===== config.mk =====
export PLATFORM = sky130hd
export DESIGN_NAME = evt_timer_top
export DESIGN_NICKNAME = d
export VERILOG_FILES = /design/src/rtl/evt_timer_pkg.sv /design/src/rtl/evt_main_counter.sv /design/src/rtl/evt_channel.sv /design/src/rtl/evt_irq_merge.sv /design/src/rtl/evt_timer_top.sv
export SDC_FILE = /design/constraint.sdc
export NUM_CORES = 1
export LEC_CHECK = 0
export CAP_MARGIN = 20
export CORE_ASPECT_RATIO = 0.5
export CORE_UTILIZATION = 23
export CTS_CLUSTER_SIZE = 8
export DETAILED_ROUTE_END_ITERATION = 7
export PLACE_DENSITY = 0.39
export SLEW_MARGIN = 20
export SYNTH_ARGS = -nofsm -noshare
export SYNTH_HDL_FRONTEND = slang
export SYNTH_SLANG_ARGS = --single-unit

===== constraint.sdc =====
create_clock -name clk -period 9.61 [get_ports clk]
set_input_delay 1.922 -clock clk [delete_from_list [all_inputs] [get_ports clk]]
set_output_delay 1.922 -clock clk [all_outputs]
set_load 0.01 [all_outputs]

===== src/rtl/evt_timer_pkg.sv =====
// Package: shared constants and address layout for the event timer.
// Assumes byte addresses with word-aligned 32-bit accesses only.
package evt_timer_pkg;
    localparam int unsigned BUS_W   = 32;
    localparam int unsigned CNT_W   = 64;
    localparam int unsigned ADDR_W  = 10;

    localparam logic [ADDR_W-1:0] A_IDENT   = 10'h000;
    localparam logic [ADDR_W-1:0] A_PERIOD  = 10'h004;
    localparam logic [ADDR_W-1:0] A_GCFG    = 10'h010;
    localparam logic [ADDR_W-1:0] A_GCFG_HI = 10'h014;
    localparam logic [ADDR_W-1:0] A_STAT    = 10'h020;
    localparam logic [ADDR_W-1:0] A_CNT_LO  = 10'h0F0;
    localparam logic [ADDR_W-1:0] A_CNT_HI  = 10'h0F4;

    localparam logic [4:0] OFS_CFG  = 5'h00;
    localparam logic [4:0] OFS_CAP  = 5'h04;
    localparam logic [4:0] OFS_CMP  = 5'h08;

    localparam logic [7:0] REVISION = 8'h01;

    typedef struct packed {
        logic legacy;
        logic enable;
    } gcfg_t;
endpackage


===== src/rtl/evt_main_counter.sv =====
// Module: 64-bit main counter with per-half load.
// Assumes at most one of load_lo/load_hi is high in a cycle; a load wins
// over a tick in the same cycle.
module evt_main_counter
    import evt_timer_pkg::*;
(
    input  logic             clk,
    input  logic             rst_n,
    input  logic             run_i,
    input  logic             tick_i,
    input  logic             load_lo_i,
    input  logic             load_hi_i,
    input  logic [BUS_W-1:0] wdata_i,
    output logic [CNT_W-1:0] cnt_o,
    output logic [CNT_W-1:0] cnt_nxt_o,
    output logic             step_o
);
    logic [CNT_W-1:0] cnt_q;

    // Purpose: decide whether this cycle advances the count.
    always_comb begin
        step_o    = run_i && tick_i && !load_lo_i && !load_hi_i;
        cnt_nxt_o = cnt_q + CNT_W'(1);
    end

    // Purpose: hold, load one half, or advance the counter.
    always_ff @(posedge clk) begin
        if (!rst_n) begin
            cnt_q <= '0;
        end else if (load_lo_i) begin
            cnt_q[BUS_W-1:0] <= wdata_i;
        end else if (load_hi_i) begin
            cnt_q[CNT_W-1:BUS_W] <= wdata_i;
        end else if (step_o) begin
            cnt_q <= cnt_nxt_o;
        end
    end

    assign cnt_o = cnt_q;

    assert_hold_when_off_R5: assert property (@(posedge clk) disable iff (!rst_n)
        (!run_i && !load_lo_i && !load_hi_i) |=> $stable(cnt_q));
    assert_step_by_one_R5: assert property (@(posedge clk) disable iff (!rst_n)
        (run_i && tick_i && !load_lo_i && !load_hi_i) |=> (cnt_q == $past(cnt_q) + CNT_W'(1)));
    assert_lo_load_keeps_hi_R6: assert property (@(posedge clk) disable iff (!rst_n)
        load_lo_i |=> (cnt_q[CNT_W-1:BUS_W] == $past(cnt_q[CNT_W-1:BUS_W])));
    assert_hi_load_keeps_lo_R6: assert property (@(posedge clk) disable iff (!rst_n)
        load_hi_i |=> (cnt_q[BUS_W-1:0] == $past(cnt_q[BUS_W-1:0])));
endmodule


===== src/rtl/evt_channel.sv =====
// Module: one comparator channel. Holds enable, route and comparator and
// emits a registered one-cycle pulse when the counter steps onto the match.
// Assumes the counter supplies its next value and a step qualifier.
module evt_channel
    import evt_timer_pkg::*;
#(
    parameter int unsigned ROUTE_W = 4
) (
    input  logic               clk,
    input  logic               rst_n,
    input  logic               wr_cfg_i,
    input  logic               wr_cmp_i,
    input  logic [BUS_W-1:0]   wdata_i,
    input  logic               run_i,
    input  logic               step_i,
    input  logic [BUS_W-1:0]   cnt_nxt_lo_i,
    output logic [BUS_W-1:0]   cfg_rd_o,
    output logic [BUS_W-1:0]   cmp_o,
    output logic [ROUTE_W-1:0] route_o,
    output logic               fire_o
);
    localparam int unsigned ROUTE_LSB = 9;

    logic               en_q;
    logic [ROUTE_W-1:0] route_q;
    logic [BUS_W-1:0]   cmp_q;
    logic               fire_q;

    // Purpose: software-writable channel configuration and comparator.
    always_ff @(posedge clk) begin
        if (!rst_n) begin
            en_q    <= 1'b0;
            route_q <= '0;
            cmp_q   <= '1;
        end else begin
            if (wr_cfg_i) begin
                en_q    <= wdata_i[2];
                route_q <= wdata_i[ROUTE_LSB +: ROUTE_W];
            end
            if (wr_cmp_i) begin
                cmp_q <= wdata_i;
            end
        end
    end

    // Purpose: register a pulse when the counter lands on the comparator.
    always_ff @(posedge clk) begin
        if (!rst_n) begin
            fire_q <= 1'b0;
        end else begin
            fire_q <= run_i && en_q && step_i && (cnt_nxt_lo_i == cmp_q);
        end
    end

    // Purpose: assemble the configuration read-back word.
    always_comb begin
        cfg_rd_o = '0;
        cfg_rd_o[2] = en_q;
        cfg_rd_o[ROUTE_LSB +: ROUTE_W] = route_q;
    end

    assign cmp_o   = cmp_q;
    assign route_o = route_q;
    assign fire_o  = fire_q;

    assert_fire_needs_step_R8: assert property (@(posedge clk) disable iff (!rst_n)
        fire_q |-> $past(step_i && en_q && run_i));
    assert_fire_one_cycle_R8: assert property (@(posedge clk) disable iff (!rst_n)
        fire_q |=> !fire_q || $past(step_i));
    assert_no_fire_when_off_R11: assert property (@(posedge clk) disable iff (!rst_n)
        !run_i |=> !fire_q);
endmodule


===== src/rtl/evt_irq_merge.sv =====
// Module: maps channel pulses onto interrupt lines, honouring the legacy
// override for channels 0 and 1. Assumes legacy lines are below NUM_IRQ.
module evt_irq_merge #(
    parameter int unsigned NUM_CH    = 3,
    parameter int unsigned NUM_IRQ   = 16,
    parameter int unsigned LEG0_LINE = 0,
    parameter int unsigned LEG1_LINE = 8,
    localparam int unsigned ROUTE_W  = $clog2(NUM_IRQ)
) (
    input  logic                            clk,
    input  logic                            rst_n,
    input  logic                            legacy_i,
    input  logic [NUM_CH-1:0]               fire_i,
    input  logic [NUM_CH-1:0][ROUTE_W-1:0]  route_i,
    output logic [NUM_IRQ-1:0]              irq_o
);
    logic [NUM_CH-1:0][ROUTE_W-1:0] line;

    // Purpose: per-channel target line, with legacy override on the first two.
    for (genvar c = 0; c < NUM_CH; c++) begin : g_line
        if (c == 0) begin : g_leg0
            assign line[c] = legacy_i ? ROUTE_W'(LEG0_LINE) : route_i[c];
        end else if (c == 1) begin : g_leg1
            assign line[c] = legacy_i ? ROUTE_W'(LEG1_LINE) : route_i[c];
        end else begin : g_plain
            assign line[c] = route_i[c];
        end
    end

    // Purpose: OR every firing channel onto its target line.
    always_comb begin
        irq_o = '0;
        for (int c = 0; c < NUM_CH; c++) begin
            if (fire_i[c]) begin
                irq_o[line[c]] = 1'b1;
            end
        end
    end

    assert_quiet_without_fire_R8: assert property (@(posedge clk) disable iff (!rst_n)
        (fire_i == '0) |-> (irq_o == '0));
    assert_lines_bounded_R8: assert property (@(posedge clk) disable iff (!rst_n)
        $countones(irq_o) <= $countones(fire_i));
endmodule


===== src/rtl/evt_timer_top.sv =====
// Module: event timer top. Decodes the register bus, owns the global
// configuration, and connects counter, channels and interrupt merge.
// Assumes word-aligned 32-bit accesses; read data is combinational.
module evt_timer_top
    import evt_timer_pkg::*;
#(
    parameter int unsigned NUM_CH      = 3,
    parameter int unsigned NUM_IRQ     = 16,
    parameter logic [31:0] TICK_PERIOD = 32'h0098_9680,
    parameter logic [15:0] VENDOR_ID   = 16'h0001
) (
    input  logic                clk,
    input  logic                rst_n,
    input  logic                tick_en,
    input  logic [9:0]          bus_addr,
    input  logic                bus_wr,
    input  logic [31:0]         bus_wdata,
    output logic [31:0]         bus_rdata,
    output logic [NUM_IRQ-1:0]  irq_o
);
    localparam int unsigned ROUTE_W  = $clog2(NUM_IRQ);
    localparam logic [ADDR_W-1:0] CH_BASE = 10'h100;
    localparam logic [31:0] ROUTE_CAP = 32'((64'd1 << NUM_IRQ) - 64'd1);

    gcfg_t                          gcfg_q;
    logic [CNT_W-1:0]               cnt, cnt_nxt;
    logic                           step;
    logic                           ch_hit;
    logic [4:0]                     ch_idx;
    logic [4:0]                     ch_ofs;
    logic [NUM_CH-1:0]              wr_cfg, wr_cmp, fire;
    logic [NUM_CH-1:0][BUS_W-1:0]   cfg_rd, cmp_rd;
    logic [NUM_CH-1:0][ROUTE_W-1:0] route;
    logic [BUS_W-1:0]               ident;

    // Purpose: split a channel-window address into index and offset.
    always_comb begin
        ch_hit = (bus_addr >= CH_BASE);
        ch_idx = 5'((bus_addr - CH_BASE) >> 5);
        ch_ofs = bus_addr[4:0];
        ident  = {VENDOR_ID, 1'b1, 1'b0, 1'b0, 5'(NUM_CH - 1), REVISION};
    end

    // Purpose: global configuration, only enable and legacy are writable.
    always_ff @(posedge clk) begin
        if (!rst_n) begin
            gcfg_q <= '0;
        end else if (bus_wr && bus_addr == A_GCFG) begin
            gcfg_q <= gcfg_t'(bus_wdata[1:0]);
        end
    end

    evt_main_counter u_cnt (
        .clk       (clk),
        .rst_n     (rst_n),
        .run_i     (gcfg_q.enable),
        .tick_i    (tick_en),
        .load_lo_i (bus_wr && bus_addr == A_CNT_LO),
        .load_hi_i (bus_wr && bus_addr == A_CNT_HI),
        .wdata_i   (bus_wdata),
        .cnt_o     (cnt),
        .cnt_nxt_o (cnt_nxt),
        .step_o    (step)
    );

    for (genvar c = 0; c < NUM_CH; c++) begin : g_ch
        assign wr_cfg[c] = bus_wr && ch_hit && ch_idx == 5'(c) && ch_ofs == OFS_CFG;
        assign wr_cmp[c] = bus_wr && ch_hit && ch_idx == 5'(c) && ch_ofs == OFS_CMP;

        evt_channel #(.ROUTE_W(ROUTE_W)) u_ch (
            .clk          (clk),
            .rst_n        (rst_n),
            .wr_cfg_i     (wr_cfg[c]),
            .wr_cmp_i     (wr_cmp[c]),
            .wdata_i      (bus_wdata),
            .run_i        (gcfg_q.enable),
            .step_i       (step),
            .cnt_nxt_lo_i (cnt_nxt[BUS_W-1:0]),
            .cfg_rd_o     (cfg_rd[c]),
            .cmp_o        (cmp_rd[c]),
            .route_o      (route[c]),
            .fire_o       (fire[c])
        );
    end

    evt_irq_merge #(
        .NUM_CH  (NUM_CH),
        .NUM_IRQ (NUM_IRQ)
    ) u_irq (
        .clk      (clk),
        .rst_n    (rst_n),
        .legacy_i (gcfg_q.legacy),
        .fire_i   (fire),
        .route_i  (route),
        .irq_o    (irq_o)
    );

    // Purpose: read multiplexer; anything unmapped returns zero.
    always_comb begin
        bus_rdata = '0;
        if (ch_hit) begin
            for (int c = 0; c < NUM_CH; c++) begin
                if (ch_idx == 5'(c)) begin
                    case (ch_ofs)
                        OFS_CFG: bus_rdata = cfg_rd[c];
                        OFS_CAP: bus_rdata = ROUTE_CAP;
                        OFS_CMP: bus_rdata = cmp_rd[c];
                        default: bus_rdata = '0;
                    endcase
                end
            end
        end else begin
            case (bus_addr)
                A_IDENT:   bus_rdata = ident;
                A_PERIOD:  bus_rdata = TICK_PERIOD;
                A_GCFG:    bus_rdata = {30'b0, gcfg_q};
                A_CNT_LO:  bus_rdata = cnt[BUS_W-1:0];
                A_CNT_HI:  bus_rdata = cnt[CNT_W-1:BUS_W];
                default:   bus_rdata = '0;
            endcase
        end
    end

    assert_gcfg_write_only_low_R4: assert property (@(posedge clk) disable iff (!rst_n)
        (bus_wr && bus_addr == A_GCFG) |=> (gcfg_q == gcfg_t'($past(bus_wdata[1:0]))));
    assert_gcfg_held_R4: assert property (@(posedge clk) disable iff (!rst_n)
        !(bus_wr && bus_addr == A_GCFG) |=> $stable(gcfg_q));
endmodule


After elaboration in Yosys (flattened, before gate mapping)
Cells that the tools add are included.

storage, ports and cells
  memories = 0
  input bits = 46
  memory bits (writable) = 0
  output and inout bits = 48
  latch bits = 0
  logic and storage cells = 100
  bits in registers = 180
  ROM bits = 0

operators by class
  $mul = 0
  bitwise operators = 3
  muxes and demuxes = 23
  equal/unequal tests = 12
  shift-type cells = 0
  add/sub/neg operators = 2
  div/mod/pow operators = 0
  $lt $le $gt $ge = 7
  reduce and logical (&&, ||, !) cells = 37

operator list
  operator                 number
  $pmux W32 S3             3
  $mux W32                 7
  $pmux W32 S5             1
  $eq A32 B32 Y1           3
  $add A64 B1 Y64 const B  1
  $mux W64                 1
  $mux W16                 3
  $or A16 B16 Y16          2
  $logic_and A1 B1 Y1      28
  $eq A10 B8 Y1 const B    2
  $lt A4 B5 Y1 const B     3
  $demux W1 S4             3
  $ge A4 B1 Y1 const B     3
  $eq A10 B3 Y1 const B    1
  $eq A10 B5 Y1 const B    1
  $ge A10 B9 Y1 const B    1
  $logic_not A10 Y1        1
  $logic_not A5 Y1         2
  $sub A10 B9 Y10 const B  1
  $mux W4                  2
  $eq A5 B1 Y1 const B     1
  $eq A5 B2 Y1 const B     1
  $eq A5 B3 Y1 const B     1
  $eq A5 B4 Y1 const B     1
  6 further kinds          11

Logic depth before layout (Yosys ltp)
Gate-level depths: netlist of the first run.

  word-level depth = 10
  gate-level depth with buffers = 10
  depth with buffers taken out = 8

By module
A second synthesis of the first run with hierarchy kept.

unflattened totals
  cell total of the unflattened synthesis = 1703
  area total of the unflattened synthesis = 13984.7 µm²

by module, submodules not included
  module            sequential area each (µm²)  area an instance (µm²)  instances  cells an instance
  evt_channel       760.7                       1936.9                  3          199
  evt_main_counter  1281.2                      5109.9                  1          695
  evt_timer_top     40.0                        2561.2                  1          337
  evt_irq_merge     0.0                         503.0                   1          74

Worst setup path after synthesis of the first run
No wires, ideal clock.

  path type = input-to-output
  start point = input bus_addr[8]
  end point = output bus_rdata[26]
  buffers on the path = 2
  cell stages on the path = 8
  path slack = 3.858 ns
  data required time = 7.688 ns
  data arrival time = 3.830 ns
  cell sequence = inv_1 > ha_1 > nand2_1 > nor4b_1 > clkbuf_1 > clkbuf_1 > a222oi_1 > o22ai_1

on the way
  cells in the longest elaborated chain, start to end = 6
  elaborated cells between the ends (all ways) = 15
  those cells by class = 1 x add/sub; 1 x order compare; 6 x eq/ne; 5 x mux; 2 x reduce/logical

RTL lines
  what                   line                  RTL
  start, declared        evt_timer_top.sv:15   input logic [9:0] bus_addr,
  $sub A10 B9 Y10        evt_timer_top.sv:39   ch_idx = 5'((bus_addr - CH_BASE) >> 5);
  $logic_not A5 Y1       evt_timer_top.sv:103  if (ch_idx == 5'(c)) begin
  $mux W32 (3 in a row)  evt_timer_top.sv:103
  $mux W32 *             evt_timer_top.sv:101  if (ch_hit) begin
  end, declared          evt_timer_top.sv:18   output logic [31:0] bus_rdata,

Every way passes the cells marked *; elsewhere a longest branch is shown, timed or not.

Final worst setup path of the first run
  start point = input bus_addr[8]
  end point = output bus_rdata[2]

Same word-level chain as after synthesis.

==> results of run 1 <==
[synth_stat cells, types with 30 or more instances]
| cell type | instances | area share, % |
|---|---|---|
| nand2_1 | 314 | 9.4 |
| dfxtp_1 | 180 | 29 |
| nand3_1 | 149 | 6.0 |
| clkbuf_1 | 132 | 4.0 |
| nor2_1 | 106 | 3.2 |
| xnor2_1 | 76 | 5.3 |
| a21oi_1 | 71 | 2.8 |
| o21ai_0 | 70 | 2.8 |
| a22oi_1 | 62 | 3.7 |
| nand4_1 | 41 | 2.0 |
| o22ai_1 | 34 | 1.7 |
| nor3_1 | 30 | 1.2 |
[final timing paths]
kind / from / end / slack, ps
min: u_cnt.cnt_o[63] / u_cnt.cnt_o[63] / 520
max reg2reg: u_cnt.cnt_o[0] / g_ch[0].u_ch.fire_o / 4270
max: bus_addr[8] / bus_rdata[2] / 2380
min reg2reg: u_cnt.cnt_o[63] / u_cnt.cnt_o[63] / 520
[critical path, stage by stage]
cell	delay (ps)
clkdlybuf4s50_1	520
inv_1	80
ha_1	320
and4_1	200
buf_4	250
or3_1	600
a222oi_1	410
o21ai_0	270
o2bb2ai_1	240
clkdlybuf4s50_1	490
[logic make-up (layout without fill, tap and decap cells)]
group,after synthesis,in the layout,share of synthesized area [%]
compound gates,429,429,23.9
xor+xnor,117,117,9.46
fa+ha+maj,3,3,0.300
buf+inv,187,188,6.00
flops,180,180,28.8
mux,4,4,0.320
simple gates,801,801,31.2
[power by group through the flow]
stage / clock (mW) / combinational (mW) / sequential [mW]
after floorplan: 0 / 0.0351 / 0.765
after global placement: 0 / 0.0912 / 0.767
after detailed placement: 0 / 0.0913 / 0.767
after CTS: 0.747 / 0.0916 / 0.749
after global routing: 0.775 / 0.0950 / 0.749
final: 0.735 / 0.0921 / 0.749
[placed cells by master (no fill, tap or decap), drive strengths merged, types with 15 or more instances in the layout]
cell type / synthesis / final
or4: 15 / 15
dfxtp: 180 / 180
nand3: 150 / 150
nand2: 315 / 315
and2: 17 / 17
clkbuf: 133 / 19
buf: 22 / 32
xnor2: 76 / 76
nor4: 24 / 24
nand4: 43 / 43
and3: 23 / 23
clkdlybuf4s50: 0 / 92
a22oi: 62 / 62
inv: 30 / 33
a31oi: 22 / 22
a211oi: 25 / 25
o211ai: 19 / 19
a222oi: 21 / 21
o22ai: 34 / 34
o21ai: 71 / 71
nor3: 31 / 31
a21oi: 71 / 71
nor2: 106 / 106
xor2: 30 / 30
[metal layers]
metal  wire length [µm]  vias up  part of all wire, %  track usage (%)
met3               4320       92                  6.5             3.85
met1              30700     6850                   46             32.6
met4               1840        2                  2.7             6.98
met2              29900      554                   45             37.5
li1                   -     6307                    -                -
met5                 13        -                0.019                0
[final cells by class]
| class | count | area, µm² | share of cell area, % |
|---|---|---|---|
| Multi-Input combinational cell | 1354 | 8230 | 56.4 |
| Sequential cell | 180 | 3600 | 24.7 |
| Timing Repair Buffer | 124 | 1160 | 7.99 |
| Tap cell | 713 | 892 | 6.12 |
| Clock buffer | 19 | 453 | 3.11 |
| Clock inverter | 13 | 123 | 0.841 |
| Inverter | 32 | 120 | 0.824 |
[flip-flops by register name (all words and copies together), names as in the netlist]
register,flops
g_ch.u_ch.cmp_o,96
g_ch.u_ch.en_q,3
g_ch.u_ch.fire_o,3
g_ch.u_ch.route_o,12
gcfg_q,2
u_cnt.cnt_o,64
==> results.txt, run 1 <==
----------------------------------------------------
[Run status]
  Failing checks ... DRC
  Result of the run ... finished with violations

[Layout]
  Filler cell count ... between 5000 and 6000
  Final design utilization ... roughly 27%
  Number of diodes added for antenna fixing ... 0
  Post-route design area ... around 0.015 mm²
  Number of non-filler instances in the completed layout ... around 2400
  Layout cell share with drive strength beyond 1 ... approximately 6.0%
  Net count of the finished layout ... roughly 1800
  Area overhead of the layout relative to synthesis ... 16.4%

[Power]
  Clock power frac ... ~47%
  Part of the power in combinational logic ... a little under 6%
  Relative contribution of sequential cells to total power ... between 40 and 50%
  Power density normalized to cell area ... around 110 mW/mm²
  Net Sw Frac ... a little over a quarter
  Tot Pwr ... roughly 1.6 mW
  Net switching power ... about 0.43 mW
  Peak supply drop ... 0.000129 V
  Cell-internal power ... roughly 1.1 mW
  Pleak ... a little under 5 nW

[Floorplan]
  DIE AREA ... between 0.05 and 0.06 mm²
  Die outline width ... ~330 µm
  Die boundary height ... between 150 and 200 µm
  Initial Util ... about a quarter
  FP Rows ... 60
  Top-Level Pins ... 94
  Core region area ... about 0.054 mm²

[Timing]
  Worst slew pin tran ... 1090 ps
  Setup violations, final ... 0
  Final total negative setup slack ... 0 ps
  Max-slew violation count ... 0
  Worst hold slack after final layout ... between 500 and 600 ps
  Unrepaired setup endpoints after global routing ... no
  Post-route clock period utilization ... between 70% and 80%
  Tmin final ... approximately 7200 ps
  Slew margin rel. ... between 20 and 30%
  Least setup slack across all paths after layout ... between 2000 and 2500 ps
  Final clock skew ... about 16 ps
  Upper clock frequency limit ... around 140 MHz
  Number of hold violations in the final report ... 0

[GRT]
  Tot GR Track Use ... between 20% and 30%
  Global route overflow ... 0
  Global-route wire length before repair ... 96000 µm
  Largest net degree at the start of global routing ... 72
  Number of global-route vias before repair ... around 13000
  Initial antenna violation count ... 3

[Clocking]
  Clock-pin slew reported for the worst setup and hold paths after clock tree synthesis ... roughly 80 ps
  Insertion delay to the later sink of the worst-skew pair ... roughly 470 ps
  H-tree lvl count ... 4
  Clock tree sinks ... 180
  Post_cts resized ... 0
  Post-CTS setup buffer count ... 0
  Number of buffers added by the clock tree synthesis step ... 17
  Root buffer selected by CTS ... clkbuf_16
  Total of hold buffers inserted after clock tree synthesis ... 0
  Clock tree from TritonCTS ... built
  Max clock buf depth ... 2

[Logic synthesis]
  Post-synth top flop ... dfxtp_1
  Post-Synthesis Cell Area ... around 0.013 mm²
  Number of library cell types mapped by synthesis ... 80
  Syn Area/Cell ... about 7.3 µm²
  Number of synthesized register bits ... between 150 and 200
  Asr flop ratio synth ... 0%
  Post-synth EDFFs ... 0
  Synthesized instance count ... 1721
  Seq/Total Area, Yosys ... between 20% and 30%
  Syn_nets ... 1770
  Total number of yosys warnings ... 0

[Route]
  # DRC ... 1
  Routed len/inst ... 27.4 µm
  Iteration count of the initial detailed-routing pass ... 8
  Antenna-violating nets left ... 0
  Total number of vias ... approximately 14000
  DR iter-0 viols ... 1745
  Vias per cell ... about 5.7
  Drt total wl ... roughly 67000 µm

[Place]
  Detailed placement HPWL ... about 48000 µm
  Gpl congestion ... 0.970
  Cell total after placement ... ~2400
  Count of input and output buffers ... 93
  Worst slack at placement ... around 2400 ps
  Placed standard-cell area ... between 0.01 and 0.015 mm²

[Worst setup path]
  Critical path start-end classification ... input pin to output port
  CP Capture Type ... output port
  Largest fanout on the critical path ... 26
  Required time worst endpoint ... between 7000 and 8000 ps
  Worst-case reg-to-reg path depth ... 9
  Arrival time at the worst endpoint ... between 5000 and 6000 ps
  Critical path launch point type ... input pin

[Min path]
  Cells on Worst Hold Path ... 2
  Worst hold path type ... flop to flop

[Flow run]
  Maxcap violations ... 0

----------------------------------------------------
(Power assumes the default switching activity.)
==> run 2: changes to the inputs <==
==> constraint.sdc (replaced) <==
create_clock -name clk -period 7.1 [get_ports clk]
set_input_delay 1.42 -clock clk [delete_from_list [all_inputs] [get_ports clk]]
set_output_delay 1.42 -clock clk [all_outputs]
set_load 0.01 [all_outputs]
==> run 2 against run 1 <==
  * The run still ends with DRC left
  * Die area unchanged
  * Flip-flop and latch count did not move
  * Global-route usage increased by 0.12 points
  * Final cell count rose by 0.37%
  * Sequential share of layout area fell by 0.099 points
  * Sequential power is 35% higher
  * Non-clock buffer count is 8 higher
  * Clock skew decreased by 0.59 ps
  * Power rose by 37%
  * Critical path type unchanged
  * Critical endpoint unchanged
  * Largest power group is now clock
==> results.txt, run 2 (synthesized netlist as in run 1, its figures left out) <==
----------------------------------------------------
[Timing]
  Tmin final ... between 6000 and 7000 ps
  Upper clock frequency limit ... about 160 MHz
  Number of hold violations in the final report ... 0 (unchanged)
  Final total negative setup slack ... 0 ps (unchanged)
  Unrepaired setup endpoints after global routing ... no
  Least setup slack across all paths after layout ... 1030 ps (-1350 ps)
  Worst hold slack after final layout ... 512 ps (-6.45 ps)
  Final clock skew ... 15.5 ps (-0.593 ps)
  Slew margin rel. ... 22.2% (-5.4 points)
  Max-slew violation count ... 0 (unchanged)
  Setup violations, final ... 0 (unchanged)
  Post-route clock period utilization ... a little under nine tenths
  Worst slew pin tran ... 1160 ps (+70.9 ps)

[Worst setup path]
  CP Capture Type ... output port
  Largest fanout on the critical path ... 14 (-46%)
  Required time worst endpoint ... 5680 ps (-2010 ps)
  Arrival time at the worst endpoint ... 4650 ps (-660 ps)
  Critical path start-end classification ... input pin to output port
  Critical path launch point type ... input pin
  Worst-case reg-to-reg path depth ... 9 (unchanged)
  Critical register-to-register path endpoint ... g_ch[0].u_ch.fire_o
  FF-to-FF Start ... u_cnt.cnt_o[0]
  Setup slack of the most critical reg-to-reg path ... 1730 ps (-2540 ps)

[Run status]
  Result of the run ... finished with violations
  Failing checks ... DRC

[Clocking]
  Clock-pin slew reported for the worst setup and hold paths after clock tree synthesis ... 80 ps (about the same)
  H-tree lvl count ... 4 (unchanged)
  Clock tree from TritonCTS ... built
  Root buffer selected by CTS ... clkbuf_16
  Post_cts resized ... 0 (unchanged)
  Number of buffers added by the clock tree synthesis step ... 17 (unchanged)
  Clock tree sinks ... 180 (unchanged)
  Post-CTS setup buffer count ... 0 (unchanged)
  Max clock buf depth ... 2 (unchanged)
  Total of hold buffers inserted after clock tree synthesis ... 0 (unchanged)
  Insertion delay to the later sink of the worst-skew pair ... 470 ps (about the same)

[Power]
  Clock power frac ... 47.2% (+0.6 points)
  Net Sw Frac ... 26.5% (-0.50 points)
  Relative contribution of sequential cells to total power ... 47.0% (-0.5 points)
  Cell-internal power ... 1.58 mW (+38%)
  Pleak ... 4.85 nW (+0.72%)
  Part of the power in combinational logic ... 5.8% (about the same)
  Tot Pwr ... 2.16 mW (+37%)
  Peak supply drop ... 0.000166 V (+28%)
  Net switching power ... 0.573 mW (+34%)
  Power density normalized to cell area ... 147 mW/mm² (+36%)

[Floorplan]
  FP Rows ... 60 (unchanged)
  Die boundary height ... 167 µm (unchanged)
  Initial Util ... 23.3% (unchanged)
  Core region area ... 0.0538 mm² (unchanged)
  DIE AREA ... 0.0555 mm² (unchanged)
  Top-Level Pins ... 94 (unchanged)
  Die outline width ... 332 µm (unchanged)

[Layout]
  Leading cell types in the layout, fill and taps excluded ... nand2_1 (312), dfxtp_1 (180), nand3_1 (149)
  Number of flip-flops under the largest register name ... 96 (unchanged)
  Post-route design area ... 0.0146 mm² (+0.40%)
  Net count of the finished layout ... 1766 (+0.46%)
  Most common library cell in the layout ignoring fill and taps ... nand2_1
  Layout cell share with drive strength beyond 1 ... 6.30% (+0.26 points)
  Filler cell count ... 5927 (-0.42%)
  Area overhead of the layout relative to synthesis ... 16.9%

[Place]
  Detailed placement HPWL ... 49700 µm (+2.7%)
  Gpl congestion ... 0.955 (-1.5%)
  Placed standard-cell area ... 0.0140 mm² (+0.30%)
  Worst slack at placement ... 1030 ps (-1370 ps)
  Count of input and output buffers ... 93 (unchanged)

[GRT]
  Number of global-route vias before repair ... 12700 (-0.54%)
  Tot GR Track Use ... 23.7% (+0.12 points)
  Largest net degree at the start of global routing ... 80 (+11%)
  Global route overflow ... 0 (unchanged)
  Initial antenna violation count ... 1 (-2)
  Global-route wire length before repair ... 96100 µm (about the same)

[Route]
  # DRC ... 12 (+11)
  Iteration count of the initial detailed-routing pass ... 8 (unchanged)
  Routed len/inst ... 27.5 µm (about the same)
  DR iter-0 viols ... 1956 (+12%)
  Drt total wl ... 67100 µm (+0.41%)
  Total number of vias ... 13900 (+0.52%)
  Antenna-violating nets left ... 0 (unchanged)
  Vias per cell ... 5.68 (+0.15%)

[Min path]
  Start point of the worst hold path ... g_ch[2].u_ch.cmp_o[31]
  Worst hold path type ... flop to flop
  Hold-critical path endpoint ... g_ch[2].u_ch.cmp_o[31]
  Cells on Worst Hold Path ... 2 (unchanged)

[Flow run]
  Maxcap violations ... 0 (unchanged)

----------------------------------------------------
[run 2: routing by layer]
layer  part of all wire, %  wire (µm)  vias up  track usage, %
met4                   3.3       2190        0            8.07
met3                   6.7       4520      107            2.79
met1                    45      30400     6825            33.0
met2                    45      30000      618            37.7
met5                     0          0        -               0
li1                      -          -     6327               -
[run 2: stage by stage]
step	instances	utilization, %
detailed placement	2409	26.1
finish	2444	27.2
global route	2443	27.2
global placement	2409	26.1
CTS	2441	27.2
floorplan	1721	-
[run 2: worst max-delay path by stage]
stage                           start       endpoint  depth (start not counted)
final                     bus_addr[8]   bus_rdata[2]                         11
after global routing      bus_addr[8]   bus_rdata[2]                         11
after CTS                 bus_addr[8]   bus_rdata[2]                         11
after detailed placement  bus_addr[8]   bus_rdata[2]                         11
after global placement    bus_addr[8]   bus_rdata[2]                         11
after floorplan           bus_addr[8]  bus_rdata[26]                          8
[run 2: layout make-up]
cell class              instances  area [µm²]  area share, %
flip-flops and latches        180        3600           24.6
repair buffers                132        1220           8.37
clock buffers                  19         443           3.03
well taps                     713         892           6.09
clock inverters                13         146           1.00
inverters                      32         120          0.820
multi-input cells            1354        8210           56.1
diodes                          1        2.50         0.0171
[run 2: worst max-delay path: stages]
cell,delay (ps)
clkdlybuf4s50_1,530
inv_1,80
ha_1,320
nand2_1,130
nor4b_2,60
buf_4,190
or3_1,560
a222oi_1,370
o21ai_0,250
o2bb2ai_1,220
clkdlybuf4s50_1,500
[run 2: power by group through the flow]
stage | sequential (mW) | combinational, mW | clock (mW)
after floorplan | 1.04 | 0.0476 | 0
after global placement | 1.04 | 0.124 | 0
after detailed placement | 1.04 | 0.123 | 0
after CTS | 1.01 | 0.124 | 1.05
after global routing | 1.01 | 0.129 | 1.08
final | 1.01 | 0.124 | 1.02
==> run 3: changes to the inputs <==
--- a/config.mk
+++ b/config.mk
@@ -11,6 +11,7 @@
 export CTS_CLUSTER_SIZE = 8
 export DETAILED_ROUTE_END_ITERATION = 7
 export PLACE_DENSITY = 0.39
+export SETUP_SLACK_MARGIN = 0.02
 export SLEW_MARGIN = 20
 export SYNTH_ARGS = -nofsm -noshare
 export SYNTH_HDL_FRONTEND = slang
==> results of run 3 <==
No change in the layout: final DEF, timing and power equal those of run 2.
